**src/rtl/xlat_cache.sv**
```systemverilog
module xlat_cache #(
  parameter int VPN_W  = 20,
  parameter int PFN_W  = 24,
  parameter int ASID_W = 16,
  parameter int N_ENT  = 16
) (
  input  logic              clk,
  input  logic              rst_n,
  input  logic              lk_valid,
  input  logic [VPN_W-1:0]  lk_vpn,
  input  logic [ASID_W-1:0] lk_asid,
  input  logic [1:0]        lk_kind,
  output logic              lk_hit,
  output logic              lk_miss,
  output logic [PFN_W-1:0]  lk_pfn,
  output logic              lk_fault,
  input  logic              fl_en,
  input  logic [VPN_W-1:0]  fl_vpn,
  input  logic [PFN_W-1:0]  fl_pfn,
  input  logic [ASID_W-1:0] fl_asid,
  input  logic              fl_rd,
  input  logic              fl_wr,
  input  logic              fl_ex,
  input  logic              fl_glb,
  input  logic              fa_en,
  input  logic              fi_en,
  input  logic [ASID_W-1:0] fi_asid
);
  localparam int IDX_W = (N_ENT > 1) ? $clog2(N_ENT) : 1;

  logic [N_ENT-1:0]  vld, glb, prd, pwr, pex, hitv;
  logic [VPN_W-1:0]  e_vpn  [N_ENT];
  logic [PFN_W-1:0]  e_pfn  [N_ENT];
  logic [ASID_W-1:0] e_asid [N_ENT];
  logic [IDX_W-1:0]  rr, sel, free_idx, victim;
  logic              allowed;
  wire               full = &vld;

  for (genvar i = 0; i < N_ENT; i++) begin : g_cmp
    assign hitv[i] = vld[i] && e_vpn[i] == lk_vpn && (glb[i] || e_asid[i] == lk_asid);
  end

  always_comb begin
    sel = '0;
    free_idx = '0;
    for (int i = N_ENT - 1; i >= 0; i--) begin
      if (hitv[i]) sel = IDX_W'(i);
      if (!vld[i]) free_idx = IDX_W'(i);
    end
  end

  always_comb begin
    case (lk_kind)
      2'd0:    allowed = prd[sel];
      2'd1:    allowed = pwr[sel];
      2'd2:    allowed = pex[sel];
      default: allowed = 1'b0;
    endcase
  end

  assign victim   = full ? rr : free_idx;
  assign lk_hit   = lk_valid && |hitv;
  assign lk_miss  = lk_valid && !(|hitv);
  assign lk_pfn   = lk_hit ? e_pfn[sel] : '0;
  assign lk_fault = lk_hit && !allowed;

  always_ff @(posedge clk) begin
    if (!rst_n) begin
      vld <= '0;
      rr  <= '0;
    end else begin
      for (int i = 0; i < N_ENT; i++) begin
        if (fa_en || (fi_en && !glb[i] && e_asid[i] == fi_asid)) vld[i] <= 1'b0;
        if (fl_en && victim == IDX_W'(i)) vld[i] <= 1'b1;
      end
      if (fl_en && full) rr <= (rr == IDX_W'(N_ENT - 1)) ? '0 : rr + 1'b1;
    end
  end

  always_ff @(posedge clk) begin
    if (fl_en) begin
      e_vpn[victim]  <= fl_vpn;
      e_pfn[victim]  <= fl_pfn;
      e_asid[victim] <= fl_asid;
      prd[victim]    <= fl_rd;
      pwr[victim]    <= fl_wr;
      pex[victim]    <= fl_ex;
      glb[victim]    <= fl_glb;
    end
  end
endmodule


```
**config.mk**
```make
export PLATFORM = sky130hd
export DESIGN_NAME = xlat_cache
export DESIGN_NICKNAME = d
export VERILOG_FILES = /design/src/rtl/xlat_cache.sv
export SDC_FILE = /design/constraint.sdc
export NUM_CORES = 1
export LEC_CHECK = 0
export BUFFER_PORTS_ARGS = -buffer_cell sky130_fd_sc_hd__buf_4
export CORE_MARGIN = 3
export CORE_UTILIZATION = 45
export DETAILED_ROUTE_END_ITERATION = 12
export GPL_TIMING_DRIVEN = 0
export PLACE_DENSITY = 0.61
export SYNTH_ARGS = -nofsm -noshare
export SYNTH_HDL_FRONTEND = slang
export SYNTH_SLANG_ARGS = --single-unit
```
**constraint.sdc**
```tcl
create_clock -name clk -period 4.81 [get_ports clk]
set_input_delay 0.962 -clock clk [delete_from_list [all_inputs] [get_ports clk]]
set_output_delay 0.962 -clock clk [all_outputs]
set_load 0.1 [all_outputs]
```
Word-level counts from Yosys, hierarchy flattened
Memory sizes are Yosys's and may differ from the RTL's.
Index checks and enable logic that the tools add are counted.
{ "totals": {"input_bits": 124, "mem_count": 3, "regBits": 84, "out_inout_bits": 27, "ram_bits": 960, "wordCells": 331} }
{ "op_classes": {"n_addsub": 1, "n_eq_ne": 66, "muxes": 82, "magnitude_cmp": 3, "reduce_logical": 155} }
{ "memory_table": {"columns": ["name", "words", "word_bits", "rd", "rd_ports_with_merged_regs", "wr", "line_no", "rtl"], "rows": [
  ["e_pfn", 16, 24, 1, 0, 1, "33", "logic [PFN_W-1:0] e_pfn [N_ENT];"],
  ["e_vpn", 16, 20, 16, 0, 1, "32", "logic [VPN_W-1:0] e_vpn [N_ENT];"],
  ["e_asid", 16, 16, 16, 0, 1, "34", "logic [ASID_W-1:0] e_asid [N_ENT];"]
]} }
{ "op_table": {"columns": ["operator", "count"], "rows": [
  ["$eq A16 B16 Y1", 32],
  ["$eq A20 B20 Y1", 16],
  ["$mux W4", 34],
  ["$logic_and A1 B1 Y1", 85],
  ["$bwmux W16", 4],
  ["$mux W1", 38],
  ["$eq A4 B4 Y1 const B", 9],
  ["$logic_or A1 B1 Y1", 32],
  ["$reduce_bool A2 Y1", 16],
  ["$mux W24", 1],
  ["$logic_not A1 Y1", 18],
  ["$eq A4 B3 Y1 const B", 4],
  ["$reduce_and A16 Y1", 1],
  ["$reduce_or A16 Y1", 1],
  ["$bmux W1 S4", 3],
  ["$lt A4 B5 Y1 const B", 2],
  ["$eq A4 B2 Y1 const B", 2],
  ["$add A4 B1 Y4 const B", 1],
  ["$demux W1 S4", 1],
  ["$eq A4 B1 Y1 const B", 1],
  ["$ge A4 B1 Y1 const B", 1],
  ["$logic_not A4 Y1", 1],
  ["$pmux W1 S3", 1],
  ["$eq A2 B1 Y1 const B", 1],
  ["2 further kinds", 2]
]} }

Logic depth before layout (Yosys ltp)
Gate-level depths: netlist of run 1.
{ "logic_depth": {"depth_word": 24, "mapped_depth": 17, "mapped_depth_nobuf": 11} }

Worst setup path before layout of run 1
Ideal clock, no wire load.
{ "synth_path": {"path_kind": "input to output", "startpoint": "input port lk_vpn[8]", "endpoint": "output port lk_fault", "cell_stages": 14, "required_time_ns": 3.848, "path_slack_ns": -2.976, "n_path_buf": 3, "arrival_time_ns": 6.824, "cell_sequence": "buf_2 buf_2 xor2_1 nor4_1 nand4_1 or4_1 nand4_1 a211o_1 and2_4 buf_6 mux4_2 a41o_1 a41o_1 nor4_1"} }
{ "synth_between": {"elab_chain_cells": 24, "elab_cells_between_ends": 75, "classes_between": "eq/ne (16); mux (23); reduce/logical (36)"} }
{ "synth_rtl": {"columns": ["element", "line_no", "rtl"], "rows": [
  ["start: declaration", "10", "input logic [VPN_W-1:0] lk_vpn,"],
  ["$eq A20 B20 Y1", "40", "assign hitv[i] = vld[i] && e_vpn[i] == lk_vpn && (glb[i] || e_asid[i] == lk_asid);"],
  ["$logic_and A1 B1 Y1 (2 in series)", "40", null],
  ["$mux W4 (16 in series)", "47", "if (hitv[i]) sel = IDX_W'(i);"],
  ["$bmux W1 S4 (on tied branches)", "56, 54, 55", null],
  ["$mux W1 (on tied branches)", "56, 54, 55", null],
  ["$pmux W1 S3", "53", "case (lk_kind)"],
  ["$logic_not A1 Y1", "65", "assign lk_fault = lk_hit && !allowed;"],
  ["$logic_and A1 B1 Y1 *", "65", null],
  ["end: declaration", "16", "output logic lk_fault,"]
]} }
Every way passes the cells marked *; elsewhere a longest branch is shown, timed or not. The select of a mux whose other input is x is not followed.

Worst setup path in the final report of run 1
{ "layout_path": {"startpoint": "input port lk_asid[8]", "endpoint": "output port lk_fault"} }
{ "layout_between": {"elab_chain_cells": 24, "elab_cells_between_ends": 75, "classes_between": "eq/ne (16); mux (23); reduce/logical (36)"} }
{ "layout_rtl": {"columns": ["element", "line_no", "rtl"], "rows": [
  ["start: declaration", "11", "input logic [ASID_W-1:0] lk_asid,"],
  ["$eq A16 B16 Y1", "40", null],
  ["$logic_or A1 B1 Y1", "40", null],
  ["$logic_and A1 B1 Y1", "40", null],
  ["$mux W4 (16 in series)", "47", null],
  ["$bmux W1 S4 (on tied branches)", "56, 54, 55", null],
  ["$mux W1 (on tied branches)", "56, 54, 55", null],
  ["$pmux W1 S3", "53", null],
  ["$logic_not A1 Y1", "65", null],
  ["$logic_and A1 B1 Y1 *", "65", null]
]} }
Marked as above.

==> reports/metrics.cfg, run 1 <==
[critical_path]
path_buf_inv = 3
cp_cell_sequence = buf_16 > buf_16 > xor2_4 > nor4_4 > a41oi_4 > or4_4 > nand4_1 > a211o_4 > and2_4 > mux4_2 > a41o_1 > a41o_1 > nor4_4 > buf_6
slowest_stage = or4_4
crit_arrival_ps = 5110
required_ps = 3850
worstSetupPathType = primary input to output port
critPathMaxFanout = 6
cp-end-kind = output port
critPathMaxStageDelay_ps = 590
critPathLaunchType = primary input
critical_path.top_delay_family = simple AND/OR/NAND/NOR gates

[clocking]
cts-root-buf = clkbuf_16
cts_buffer_depth = 3
clk_latency_ps = 710
cts.clk_slew.worst_paths_ps = 60
clock_sinks = 1044
cts_hold_buf = 0
cts_buffers = 111
cts_tree = done
htreeDepth = 3

[yosys]
syn_nets = 3217
syn_inst = 3092
synth.cell_area_um2 = 47120
ys_ff_latch = 1044
syn_avg_cell_area_um2 = 15.24
yosysSeqAreaShare_pct = 66.11
synth-edff-count = 1024
ys_warn_count = 0
ys.flop_type = edfxtp_1
synth_cell_types = 68
async_flop_share_pct = 0

[place]
hpwl_mm = 99.47
port_buffers = 95
place.gp.congestion = 0.9038
dp_slack_ps = -2979

[final_layout]
drive_gt1_share_pct = 20.70
utilization_pct = 55.65
multi_input_area_um2 = 16600
fill_cells = 8175
final_nets = 3556
area_growth_pct = 22.41
register_area_um2 = 31150
num_antenna_cells = 0

[detailed_routing]
vias_per_cell = 6.021
vias = 29515
drt-initial-drc-count = 3629
drt-total-wl_mm = 155.8
wire_per_inst_um = 31.78
ant_nets = 0
dr.pass1.iters = 5
drc = 0

[floorplanning]
io_pins = 151
start_util_pct = 45.46
die_h_um = 329.6
num_rows = 118
core_area_um2 = 103600
die_area_um2 = 108600
die_x_um = 329.6

[power_and_ir_drop]
switching_share_pct = 22.57
powerDensity_nw_per_um2 = 348.1
power_frac_clock_pct = 43.4
p_seq_share_pct = 50.2
vdd_drop_max_mv = 0.2904
pwr-share-comb_pct = 6.4
p_leak_nw = 18.35
p_switching_mw = 4.532
power_mw = 20.08
intPower_mw = 15.55

[global_route]
gr-usage-all-layers_pct = 28.19
grt-ovfl-total = 0
grtUsageMet2_pct = 45.12
grt_max_degree = 29
use_met3_pct = 4.959
grt_pass1_wl_mm = 216.1
grt_use_met1_pct = 39.16
antenna_found_initial = 7
grt_pass1_vias = 29206
grt_busiest_layer = met2

[timing]
maxSlewViolCount = 0
tightestPinTransition_ps = 1435
fin_ws_ps = -1258
clock.fmax_mhz = 164.8
rsz0062_at_grt = yes
period_minus_slack_ps = 6068
clock_skew_ps = 30.46
fin_crit_sh_pct = 126.1
setup_viol = 25
whs_ps = 559.6
relSlewSlack_pct = 4.330
hold_violations = 0

[outcome]
violations = setup timing
status = finished, violations left

[flow_run]
cap_violations = 0

[min_path]
hp-class = primary input to flop

[cell usage after synthesis (28+ instances only)]
cell type	instances	share of area, %
edfxtp_1	1024	65
xor2_1	560	10
xnor2_1	273	5.1
nor4_1	204	2.7
mux2i_1	202	4.3
nand4_1	86	1.1
nand2_1	80	0.64
clkbuf_1	59	0.47
a221o_1	46	0.98
buf_2	39	0.41
nor2_1	37	0.29
nand4b_1	36	0.67
o21ai_0	35	0.37
nand3_1	34	0.36
nor3_1	29	0.31
buf_6	28	0.67
mux2_2	28	0.67
[timing repair]
action,4_1_cts,5_1_grt
setup endpoints to repair,27,27
pin swaps,52,57
resized for setup,309,130
buffers inserted,35,56
cloned,1,1
[final cells by class]
type                            instances  area share, %
Sequential cell                      1044          54.00
Multi-Input combinational cell       1874          28.78
Clock buffer                          138          5.100
Timing Repair Buffer                  229          4.883
Tap cell                             1380          2.993
Buffer                                158          2.874
Clock inverter                         66          1.282
Inverter                               13        0.08460
[stage by stage]
step	cell area, um^2	setup TNS [ps]	instances
2_1_floorplan	47780	-19430	3092
3_3_place_gp	50220	-2142030	4567
3_5_place_dp	51220	-73770	4607
4_1_cts	56520	-29390	4845
5_1_grt	57680	-29870	4902
6_report	57680	-28100	4902
[power groups by stage]
| stage | Sequential, mW | Clock, mW | Combinational (mW) |
|---|---|---|---|
| floorplan | 10.3 | 0 | 0.583 |
| global placement | 10.3 | 0 | 1.12 |
| detailed placement | 10.3 | 0 | 1.15 |
| CTS | 10.1 | 8.80 | 1.19 |
| global route | 10.1 | 9.18 | 1.33 |
| finish | 10.1 | 8.71 | 1.29 |
[per-layer routing]
metal  up-vias  wire (um)
li1      12481          -
met1     15161      63980
met2      1593      72780
met3       276      14110
met4         4       4919
met5         -         21
[logic make-up (layout without fill, tap and decap cells)]
| logic type | after synthesis | count (layout) | synth area share, % |
|---|---|---|---|
| buf+inv | 174 | 604 | 2.183 |
| compound gates | 217 | 217 | 3.680 |
| xor+xnor | 833 | 833 | 15.48 |
| fa+ha+maj | 1 | 1 | 0.02655 |
| mux | 231 | 231 | 5.008 |
| flops | 1044 | 1044 | 66.11 |
| simple gates | 592 | 592 | 7.514 |
[placed cells by master (no fill, tap or decap), types with 15 or more instances in the layout]
cell	Yosys	routed
xnor2_1	273	269
buf_8	2	18
nor4_1	204	147
xor2_1	560	553
o21ai_0	35	26
a221o_1	46	46
nand4_1	86	86
mux2i_1	202	200
nor4_4	0	18
nand4b_1	36	36
clkinv_2	0	20
a32oi_4	0	23
nand2_1	80	78
clkbuf_1	59	57
clkinv_1	0	19
nor2_1	37	15
o21a_1	18	16
buf_16	0	20
clkbuf_16	0	115
mux2_2	28	28
dfxtp_1	20	20
nor3_1	29	29
nand3_1	34	34
nor2_4	0	17
buf_6	28	30
edfxtp_1	1024	1024
nor4_2	2	41
nor3b_1	20	20
buf_12	0	83
buf_4	24	164
[worst register-to-register path: stages (launching register included)]
cell and delay [ps]:
dfxtp_1 510, a21boi_0 220, o21ai_0 90, a21boi_0 380, o21ai_0 130, a21boi_0 180, o21ai_0 90, a21boi_0 360
o21ai_0 500, nor2_4 770, buf_12 300, buf_12 260
[flip-flops by register name (all words and copies together), names as in the netlist]
register,flops
e_pfn,384
rr,4
pex,16
glb,16
e_vpn,320
pwr,16
e_asid,256
vld,16
prd,16
[final timing paths]
check / start / endpoint / slack, ps / cells past startpoint
hold / removal: fl_pfn[2] / e_pfn[14][2] / 560 / 1
hold reg to reg: rr[3] / rr[3] / 580 / 2
setup / recovery: lk_asid[8] / lk_fault / -1260 / 14
setup reg to reg: vld[12] / e_asid[5][13] / 670 / 11
No activity file was read; power rests on OpenSTA's default activity.
==> run 2, diff against run 1 <==
--- a/config.mk
+++ b/config.mk
@@ -5,12 +5,14 @@
 export SDC_FILE = /design/constraint.sdc
 export NUM_CORES = 1
 export LEC_CHECK = 0
+export ABC_AREA = 0
 export BUFFER_PORTS_ARGS = -buffer_cell sky130_fd_sc_hd__buf_4
 export CORE_MARGIN = 3
 export CORE_UTILIZATION = 45
 export DETAILED_ROUTE_END_ITERATION = 12
 export GPL_TIMING_DRIVEN = 0
 export PLACE_DENSITY = 0.61
+export SKIP_LAST_GASP = 1
 export SYNTH_ARGS = -nofsm -noshare
 export SYNTH_HDL_FRONTEND = slang
 export SYNTH_SLANG_ARGS = --single-unit
==> reports/metrics.cfg, run 2 (synthesis results as in run 1) <==
[clocking]
cts-root-buf = clkbuf_16
cts_tree = done
cts_buffer_depth = 3
cts_hold_buf = 0
clock_sinks = 1044
htreeDepth = 3
clk_latency_ps = 710
cts_buffers = 111
cts.clk_slew.worst_paths_ps = 60

[timing]
clock.fmax_mhz = 165.6
tightestPinTransition_ps = 1480
relSlewSlack_pct = 1.350
clock_skew_ps = 28.03
hold_violations = 0
fin_ws_ps = -1228
setup_viol = 25
fin_crit_sh_pct = 125.5
period_minus_slack_ps = 6038
maxSlewViolCount = 0
rsz0062_at_grt = yes

[place]
place.gp.congestion = 0.9038
port_buffers = 95
place_area_um2 = 51220
post-place-cells = 4607
dp_slack_ps = -2979
hpwl_mm = 99.47

[critical_path]
critPathLaunchType = primary input
cp-end-kind = output port
required_ps = 3850
worstSetupPathType = primary input to output port
crit_arrival_ps = 5080
critPathMaxFanout = 6

[power_and_ir_drop]
vdd_drop_max_mv = 0.2895
powerDensity_nw_per_um2 = 347.2
p_leak_nw = 18.42

[global_route]
grt_pass1_vias = 29205
grt_max_degree = 29
gr-usage-all-layers_pct = 28.19
grt_pass1_wl_mm = 216.1
grt-ovfl-total = 0
antenna_found_initial = 7

[detailed_routing]
dr.pass1.iters = 5
drt-initial-drc-count = 3507
drt-total-wl_mm = 156.1
wire_per_inst_um = 31.76
vias_per_cell = 6.010
drc = 0
vias = 29532
ant_nets = 0

[floorplanning]
die_x_um = 329.6
die_h_um = 329.6
start_util_pct = 45.46
die_area_um2 = 108600
num_rows = 118
io_pins = 151
core_area_um2 = 103600

[final_layout]
area_growth_pct = 22.70
final_cell_mix = 1024 x edfxtp_1, 553 x xor2_1, 269 x xnor2_1, 201 x mux2i_1, 172 x buf_4
design_area_um2 = 57820
utilization_pct = 55.79
final_cell_count_no_fill = 4914
layout_commonest_cell = edfxtp_1
largest_registers = e_pfn (384), e_vpn (320), e_asid (256)
largest_register = e_pfn
largest_reg_flops = 384
final_nets = 3566
fill_cells = 8166
drive_gt1_share_pct = 20.92

[flow_run]
cap_violations = 0

[outcome]
status = finished, violations left
violations = setup timing

[min_path]
hp-class = primary input to flop

==> run 2: cell types whose count changed in the layout (fill, tap and decap cells not counted), moves of 2 or more <==
cell and change:
buf_4 +8, clkbuf_2 -2, diode_2 +2, nor4_1 -2
==> run 2: per-stage QoR <==
stage	power [mW]	TNS, ps	hold WS (ps)
6_report	20.07	-28710	555.6
5_1_grt	20.59	-29740	539.7
4_1_cts	20.08	-29420	505.9
3_5_place_dp	11.42	-73770	551.5
3_3_place_gp	11.40	-2142030	499.9
2_1_floorplan	10.86	-19430	474.1
==> run 2: power by group <==
group	switching, mW	leakage, nW	internal [mW]
clock	3.62	1.79	5.08
combinational	0.879	7.22	0.411
sequential	0.0280	9.41	10.1
total	4.52	18.4	15.6
==> run 2: area by class of cell <==
cell class | instances | area [um^2] | area share (%)
sequential | 1044 | 31150 | 53.87
multi-input combinational | 1874 | 16610 | 28.73
clock buffer | 138 | 2942 | 5.088
timing repair buffer | 239 | 2925 | 5.059
tap | 1380 | 1727 | 2.986
buffer | 158 | 1673 | 2.893
clock inverter | 66 | 739.5 | 1.279
inverter | 13 | 48.80 | 0.08440
antenna | 2 | 5.005 | 0.008656
==> run 2: what timing repair did <==
item,in CTS,in global routing
setup buffers,35,65
setup endpoints to repair,27,27
gates resized for setup,305,135
pin swaps,52,66
endpoints found under the hold margin,0,0
cloned,1,2
==> run 2: final timing paths <==
path                                  from             to  slack [ps]  depth (start not counted)
worst max-delay path            lk_asid[8]       lk_fault       -1230                         14
worst min-delay path            fl_pfn[12]   e_pfn[8][12]         560                          1
worst max register to register     vld[14]  e_asid[5][13]         570                         12
worst min register to register       rr[3]          rr[3]         580                          2
==> run 2: critical path, stage by stage <==
cell and delay [ps]:
buf_16 120, buf_16 150, xor2_4 190, nor4_4 450, a41oi_4 240, or4_4 590
nand4_1 220, a211o_4 200, and2_4 200, mux4_2 510, a41o_1 250, a41o_1 230
nor4_4 430, buf_6 290
==> run 2: per-layer routing <==
layer	track usage, %	vias to the layer above	wire [um]
met2	45.12	1521	73020
met3	4.959	272	13970
li1	-	12514	-
met1	39.16	15221	64040
met5	0	-	21
met4	9.262	4	5005
